`src/rtl/pxcv_pkg.sv`:
```
package pxcv_pkg;

    typedef enum logic {
        PAR_GEN  = 1'b0,
        PAR_FEED = 1'b1
    } par_mode_e;

    typedef enum logic {
        SENSE_EVEN = 1'b0,
        SENSE_ODD  = 1'b1
    } par_sense_e;

endpackage

```
`src/rtl/par_calc.sv`:
```
module par_calc
    import pxcv_pkg::*;
#(
    parameter int DATA_W = 8
) (
    input  logic [DATA_W-1:0] data,
    input  logic              odd_sel,
    output logic              gen
);

    par_sense_e sense;

    always_comb begin
        sense = par_sense_e'(odd_sel);
        gen   = ^data;
        if (sense == SENSE_ODD) begin
            gen = ~gen;
        end
    end

endmodule

```
`src/rtl/xcvr_lane.sv`:
```
module xcvr_lane
    import pxcv_pkg::*;
#(
    parameter int DATA_W = 8,
    localparam int WORD_W = DATA_W + 1
) (
    input  logic              clk,
    input  logic              rst_n,
    input  logic              le,
    input  logic [WORD_W-1:0] src,
    input  logic [WORD_W-1:0] pin_in,
    input  logic              odd_sel,
    input  logic              feed_sel,
    output logic [WORD_W-1:0] out_word,
    output logic [WORD_W-1:0] fb_word,
    output logic              err_n
);

    typedef struct packed {
        logic [WORD_W-1:0] held;
    } lane_st_t;

    lane_st_t          st_d;
    lane_st_t          st_q;
    logic [WORD_W-1:0] now_w;
    logic [WORD_W-1:0] pin_view;
    logic              gen_now;
    logic              gen_fb;
    par_mode_e         mode;

    always_comb begin
        st_d     = st_q;
        now_w    = st_q.held;
        pin_view = st_q.held;
        if (le) begin
            st_d.held = src;
            now_w     = src;
            pin_view  = pin_in;
        end
    end

    always_ff @(posedge clk or negedge rst_n) begin
        if (!rst_n) begin
            st_q <= '0;
        end else begin
            st_q <= st_d;
        end
    end

    par_calc #(.DATA_W(DATA_W)) u_gen_now (
        .data    (now_w[DATA_W-1:0]),
        .odd_sel (odd_sel),
        .gen     (gen_now)
    );

    par_calc #(.DATA_W(DATA_W)) u_gen_fb (
        .data    (pin_view[DATA_W-1:0]),
        .odd_sel (odd_sel),
        .gen     (gen_fb)
    );

    always_comb begin
        mode = par_mode_e'(feed_sel);
        if (mode == PAR_FEED) begin
            out_word = now_w;
            fb_word  = pin_view;
        end else begin
            out_word = {gen_now, now_w[DATA_W-1:0]};
            fb_word  = {gen_fb, pin_view[DATA_W-1:0]};
        end
        err_n = (gen_now == now_w[DATA_W]);
    end

    AST_HOLD_STEADY: assert property (@(posedge clk) disable iff (!rst_n)
        (!le && !$past(le)) |-> (out_word[DATA_W-1:0] == $past(out_word[DATA_W-1:0])));

endmodule

```
`src/rtl/par_xcvr.sv`:
```
module par_xcvr #(
    parameter int DATA_W = 8,
    localparam int WORD_W = DATA_W + 1
) (
    input  logic              clk,
    input  logic              rst_n,
    input  logic [WORD_W-1:0] a_in,
    output logic [WORD_W-1:0] a_out,
    output logic              a_oe,
    input  logic [WORD_W-1:0] b_in,
    output logic [WORD_W-1:0] b_out,
    output logic              b_oe,
    input  logic              oe_ab_n,
    input  logic              oe_ba_n,
    input  logic              le_ab,
    input  logic              le_ba,
    input  logic              feed_sel,
    input  logic              odd_sel,
    output logic              err_a_n,
    output logic              err_b_n
);

    logic              drive_a_only;
    logic              drive_b_only;
    logic [WORD_W-1:0] ab_src;
    logic [WORD_W-1:0] ba_src;
    logic [WORD_W-1:0] ab_out;
    logic [WORD_W-1:0] ba_out;
    logic [WORD_W-1:0] ab_fb;
    logic [WORD_W-1:0] ba_fb;
    logic              ab_err_n;
    logic              ba_err_n;

    // Loop-back uses the far lane's view of its own pins, never the
    // near lane's output, so no combinational cycle exists.
    always_comb begin
        drive_a_only = !oe_ba_n && oe_ab_n;
        drive_b_only = !oe_ab_n && oe_ba_n;
        ab_src       = drive_a_only ? ba_fb : a_in;
        ba_src       = drive_b_only ? ab_fb : b_in;
    end

    xcvr_lane #(.DATA_W(DATA_W)) u_lane_ab (
        .clk      (clk),
        .rst_n    (rst_n),
        .le       (le_ab),
        .src      (ab_src),
        .pin_in   (a_in),
        .odd_sel  (odd_sel),
        .feed_sel (feed_sel),
        .out_word (ab_out),
        .fb_word  (ab_fb),
        .err_n    (ab_err_n)
    );

    xcvr_lane #(.DATA_W(DATA_W)) u_lane_ba (
        .clk      (clk),
        .rst_n    (rst_n),
        .le       (le_ba),
        .src      (ba_src),
        .pin_in   (b_in),
        .odd_sel  (odd_sel),
        .feed_sel (feed_sel),
        .out_word (ba_out),
        .fb_word  (ba_fb),
        .err_n    (ba_err_n)
    );

    always_comb begin
        b_out   = ab_out;
        a_out   = ba_out;
        b_oe    = !oe_ab_n;
        a_oe    = !oe_ba_n;
        err_a_n = ab_err_n;
        err_b_n = ba_err_n;
    end

    AST_FEED_PASS: assert property (@(posedge clk) disable iff (!rst_n)
        (feed_sel && le_ab && oe_ba_n) |-> (b_out == a_in));

    AST_GEN_SENSE: assert property (@(posedge clk) disable iff (!rst_n)
        !feed_sel |-> ((^b_out) == odd_sel));

    AST_LOOPBACK_OK: assert property (@(posedge clk) disable iff (!rst_n)
        (!oe_ab_n && oe_ba_n && le_ab && le_ba && !feed_sel) |-> err_b_n);

    AST_DUAL_DRIVE: assert property (@(posedge clk) disable iff (!rst_n)
        (!oe_ab_n && !oe_ba_n && le_ab && le_ba && feed_sel) |-> (b_out == a_in && a_out == b_in));

endmodule

```
`config.mk`:
```
export PLATFORM = sky130hd
export DESIGN_NAME = par_xcvr
export DESIGN_NICKNAME = d
export VERILOG_FILES = /design/src/rtl/pxcv_pkg.sv /design/src/rtl/par_calc.sv /design/src/rtl/xcvr_lane.sv /design/src/rtl/par_xcvr.sv
export SDC_FILE = /design/constraint.sdc
export NUM_CORES = 1
export LEC_CHECK = 0
export BUFFER_PORTS_ARGS = -buffer_cell sky130_fd_sc_hd__buf_2
export CORE_MARGIN = 5
export CORE_UTILIZATION = 40
export DETAILED_ROUTE_END_ITERATION = 8
export PLACE_DENSITY_LB_ADDON = 0.08
export SETUP_SLACK_MARGIN = 0.1
export SYNTH_ARGS = -nofsm -noshare
export SYNTH_HDL_FRONTEND = slang
export SYNTH_SLANG_ARGS = --single-unit
```
`constraint.sdc`:
```
create_clock -name clk -period 2.4 [get_ports clk]
set_input_delay 0.24 -clock clk [delete_from_list [all_inputs] [get_ports clk]]
set_output_delay 0.24 -clock clk [all_outputs]
set_load 0.01 [all_outputs]
```
Yosys cells after proc, flatten, opt, wreduce, memory -nomap -nowiden
Cells that the tools add are included.
Cells by class
  mux-type cells: 14
  equal/unequal tests: 2
  bitwise operators: 4
  reduce and logical (&&, ||, !) cells: 8
Operators by type and width (count)
  9-bit two-way mux: 10
  8-bit parity: 4
  1-bit two-way mux: 4
  1-bit inverter: 4
  1-bit equality test: 2
  1-bit logical AND: 2
  1-bit logical NOT: 2
Word-level totals
  word-level logic and storage cells: 30
  bits in registers: 18
  output and inout port bits: 22
  input bits: 26

Depth between registers and ports, before layout
  depth after elaboration: 11
  mapped depth: 8
  mapped depth without buffers: 7

By module
From an unflattened synthesis, not the netlist that was laid out.
Unflattened totals
  cell total of the unflattened synthesis: 188
  area total of the unflattened synthesis: 1741.7 µm²
By module, submodules not included
  xcvr_lane: times used 2, cells an instance 68, seq. area each 225.2 µm², area each 549.3 µm²
  par_calc: times used 4, cells an instance 7, seq. area each 0.0 µm², area each 82.6 µm²
  par_xcvr: times used 1, cells an instance 24, seq. area each 0.0 µm², area each 312.8 µm²

Worst setup path after synthesis
No wires, ideal clock.
  path type: register to output
  from: reg u_lane_ab.st_q[4] in the netlist's numbering
  to: out err_b_n
  cell stages (with the launch flop): 8
  arrival time: 1.927 ns
  path slack: 0.233 ns
  buffers on the path: 0
  data required time: 2.160 ns
  cell sequence: dfrtp_1 mux2_1 mux2i_1 xnor2_1 a21oi_2 xnor3_1 xnor2_2 xor2_1
On the way
  word-level cells in the longest chain between the ends: 8
  elaborated cells between the ends (all ways): 11
  classes of those cells: eq/ne: 1; mux: 6; bitwise: 2; reduce/logical: 2
RTL lines
  from (decl): RTL line xcvr_lane.sv:24  | lane_st_t st_q;
  from (signal assigned): RTL line xcvr_lane.sv:46  | st_q <= st_d;
  9-bit two-way mux (*): RTL line xcvr_lane.sv:35  | if (le) begin
  9-bit two-way mux (*): RTL line xcvr_lane.sv:64  | if (mode == PAR_FEED) begin
  9-bit two-way mux (*): RTL line par_xcvr.sv:40  | ba_src = drive_b_only ? ab_fb : b_in;
  9-bit two-way mux (*): RTL line xcvr_lane.sv:35
  8-bit parity or 9-bit two-way mux (tied branches): RTL line par_calc.sv:15, xcvr_lane.sv:64
  1-bit inverter or 9-bit two-way mux (tied branches): RTL line par_calc.sv:17, par_xcvr.sv:40
  1-bit two-way mux or 9-bit two-way mux (tied branches): RTL line par_calc.sv:16, xcvr_lane.sv:35
  1-bit equality test (*): RTL line xcvr_lane.sv:71  | err_n = (gen_now == now_w[DATA_W]);
  to (decl): RTL line par_xcvr.sv:20  | output logic err_b_n
Mark *: on every way between the ends. The rest lies on a longest branch, timed or not.

Final worst setup path
  from: reg u_lane_ab.st_q[0] in the netlist's numbering
  to: out err_b_n
The elaborated chain is that of the path after synthesis.

==> results by group <==
Setup path
  • R2r worst-path depth: 7
  • R2r setup slk: between 0.6 and 0.7 ns
  • Critical Path RT: 2.16 ns
  • Worst Setup Start Kind: register
  • Crit path top cell by count: xor2_1
  • Biggest cell delay along the critical path: approximately 0.40 ns
  • Worst-path maximum fanout: 2
  • Worst EP arrival: 2.32 ns
  • Crit path capture type: output pin
  • FF-to-FF Start: u_lane_ab.st_q[1]$_DFF_PN0_
  • Slowest CP cell: dfrtp_1
  • Setup CP Type: register to output pin
  • R2R Path End: u_lane_ba.st_q[8]$_DFF_PN0_
  • Crit path cell chain: mux2_1, mux2i_2, xor2_1, a21oi_2, xnor3_1, xnor2_2, xor2_1, buf_2

Timing
  • Final-report hold violation count: 0
  • Fin. max-slew vios: 0
  • Final Worst Setup Slack: -0.1609 ns
  • Setup violations, final: 2
  • Final setup skew: roughly 0.0059 ns
  • Top achievable clock speed: 0.3905 GHz
  • Worst Tran Pin Value: 0.4362 ns
  • Fin crit period: 2.561 ns
  • Unrepaired setup endpoints after global routing: yes
  • Period utilization: 1.067
  • Max-slew headroom: 0.7092

Status
  • Run status: finished, violations left
  • Failing checks: setup timing

GRT
  • First-pass GRT wire length: around 7900 µm
  • All-Layer GR Usage: 0.1652
  • Largest net degree at the start of global routing: 19
  • Vias in the first global route: approximately 1.6k
  • Grt ovf: 0
  • Initial antenna violation count: 0

Yosys
  • Seq/Total Area, Yosys: 0.2503
  • Synth Area in XOR/XNOR: 0.2413
  • Proportion of synthesized area in mux cells: 0.1641
  • Post-synthesis register bit count: 18
  • Largest family of logic cells by synthesized area: XOR/XNOR gates
  • Synth Instances: slightly below 200
  • Yosys warning count: 0
  • Compound-Gate Fraction of Synth Area: 0.1446
  • Syn nets: 221
  • Cell variety after synth: 34
  • Syn avg cell area: 9.227 µm²
  • Mapped Area: 1799 µm²
  • Adder-cell share of the synthesized area: 0
  • Post-Synth Simple-Gate Area: 0.08971

Die
  • IO Pins: 48
  • Die H: slightly below 80 µm
  • Die X: between 70 and 80 µm
  • Initial core utilization: 0.4132
  • Core area: 4354 µm²
  • Core Rows: 24
  • Die area: 5939 µm²

Drt
  • DRC errors left: 0
  • Post-route ant nets: 0
  • Routed vias/inst: 5.084
  • 1st-pass router iterations: 4
  • Drt initial violations: 54
  • DRT Wirelength: 4976 µm
  • Drt wl/cell: ~16 µm
  • Vias: around 1.6k

Final layout
  • Area occupied by multi-input gates: 1292 µm²
  • Final nets: ~290
  • FF/Latch Area: between 400 and 500 µm²
  • Diodes inserted: 0
  • Most frequent cells in the layout: buf_2 (47), buf_4 (35), xor2_1 (19)
  • Fraction of layout cells with a size suffix above 1: 0.4710
  • Area Overhead vs Synth: 35.19%
  • Fillers: 399
  • Commonest non-fill, non-tap cell in the layout: buf_2

Pwr
  • Tot Pwr: between 0.001 and 0.0015 W
  • Worst vdd ir: 320.9 µV
  • Leak Pwr: around 1.2 nW
  • P per Cell Area: around 600 nW/µm²

Clock network
  • Clock Tree Root: clkbuf_8
  • Htree depth: 1
  • Clk buf depth: 2
  • CTS tree: done
  • Cts bufs inserted: 3
  • Clk_lat worst skew: 0.27 ns
  • Sink Count: 18
  • Clock Pin Slew Worst Setup and Hold Paths: 0.08 ns

Min path
  • WHS Endpoint: u_lane_ba.st_q[8]$_DFF_PN0_
  • Worst Hold Launch: feed_sel
  • Hold Path Depth: 2
  • Worst hold path class: input pin to register

Place
  • RePlAce Congestion: 0.7927
  • HPWL after DPL: 3848 µm
  • Port buffer count: 47
  • Pre-CTS setup slack: -0.1745 ns

Flow run
  • Maxcap violations: 0
cells in the mapped netlist:
library cell / count / area share
a21oi_1: 11 / 0.031
mux2_2: 4 / 0.025
xor3_1: 1 / 0.013
buf_2: 3 / 0.0083
o41ai_4: 1 / 0.015
nor2_1: 9 / 0.019
inv_1: 3 / 0.0063
nand2_1: 14 / 0.029
nor2b_1: 1 / 0.0035
inv_2: 1 / 0.0021
xnor2_2: 2 / 0.018
mux2_1: 8 / 0.050
a31oi_1: 1 / 0.0035
xnor2_1: 19 / 0.092
o2bb2ai_1: 3 / 0.015
clkbuf_1: 1 / 0.0021
buf_6: 1 / 0.0063
o41ai_2: 1 / 0.0090
o21ai_0: 17 / 0.047
buf_4: 19 / 0.079
mux2i_1: 16 / 0.089
a21o_1: 1 / 0.0042
o21ai_1: 4 / 0.011
and3_1: 3 / 0.010
nor2b_2: 1 / 0.0049
o211ai_1: 1 / 0.0042
nand3_1: 2 / 0.0056
xor2_1: 19 / 0.092
buf_1: 1 / 0.0021
xnor3_1: 2 / 0.025
nand2b_1: 5 / 0.017
dfrtp_1: 18 / 0.25
a21oi_2: 1 / 0.0049
inv_4: 1 / 0.0035
cell families after synthesis:
family,after synthesis
xor+xnor,43
flops,18
buf+inv,30
simple gates,35
compound gates,41
mux,28
power breakdown:
| group | switching (W) | total [W] | internal (W) |
|---|---|---|---|
| Combinational | 0.000404 | 0.000823 | 0.000420 |
| Clock | 0.000123 | 0.000269 | 0.000146 |
| Sequential | 0.0000295 | 0.000370 | 0.000341 |
| Total | 0.000556 | 0.00146 | 0.000907 |
cell type report:
class	count	share of cell area
clock buffer	4	0.02263
tap	52	0.02675
inverter	5	0.008745
timing repair buffer	85	0.2253
sequential	18	0.1852
multi-input combinational	147	0.5314
per-stage QoR:
step | instances | hold slack [ns] | setup TNS, ns | area, µm² | utilization
4_1_cts | 306 | 0.3073 | -0.4464 | 2296 | 0.5273
3_3_place_gp | 296 | 0.2038 | -0.1168 | 2151 | 0.4940
6_report | 311 | 0.3041 | -0.2930 | 2432 | 0.5586
3_5_place_dp | 296 | 0.2066 | -0.3098 | 2151 | 0.4940
2_1_floorplan | 195 | -0.05559 | 0 | 1799 | -
5_1_grt | 311 | 0.3099 | -0.7117 | 2432 | 0.5586
what timing repair did:
action / 4_1_cts / 5_1_grt
pin swaps: 4 / 11
resized for setup: 10 / 19
hold endpoints to repair: 18 / 0
buffers inserted: 5 / 5
hold buffers: 1 / 0
setup endpoints to repair: 4 / 4
worst max-delay path, delay by kind of cell, from the launching register on:
kind                   cells  cell delay, ns
buffers and inverters      1            0.16
multiplexers               2            0.52
XOR/XNOR                   4            0.78
flip-flops                 1            0.40
AO/OA/AOI/OAI              1            0.20
sequential cells by signal, indices dropped and copies added, names as in the netlist:
signal          flops
u_lane_ab.st_q      9
u_lane_ba.st_q      9
per-layer routing:
| metal | wire [µm] | vias up | GRT usage |
|---|---|---|---|
| li1 | - | 776 | - |
| met1 | 2113 | 752 | 0.1926 |
| met2 | 2494 | 44 | 0.2997 |
| met3 | 298 | 9 | 0.04098 |
| met4 | 70 | 0 | 0.04124 |
| met5 | 0 | - | 0 |
worst max path at each step:
| stage | startpoint | endpoint | cells after the start | slack (ns) |
|---|---|---|---|---|
| final | u_lane_ab.st_q[0]$_DFF_PN0_ | err_b_n | 8 | -0.16 |
| after detailed placement | le_ab | err_b_n | 10 | -0.17 |
| after global placement | le_ab | err_b_n | 10 | -0.09 |
| after floorplan | u_lane_ab.st_q[4]$_DFF_PN0_ | err_b_n | 7 | 0.23 |
| after global routing | u_lane_ab.st_q[7]$_DFF_PN0_ | err_b_n | 8 | -0.28 |
| after CTS | u_lane_ab.st_q[4]$_DFF_PN0_ | err_b_n | 8 | -0.21 |
Power figures use the tool's default switching activity.
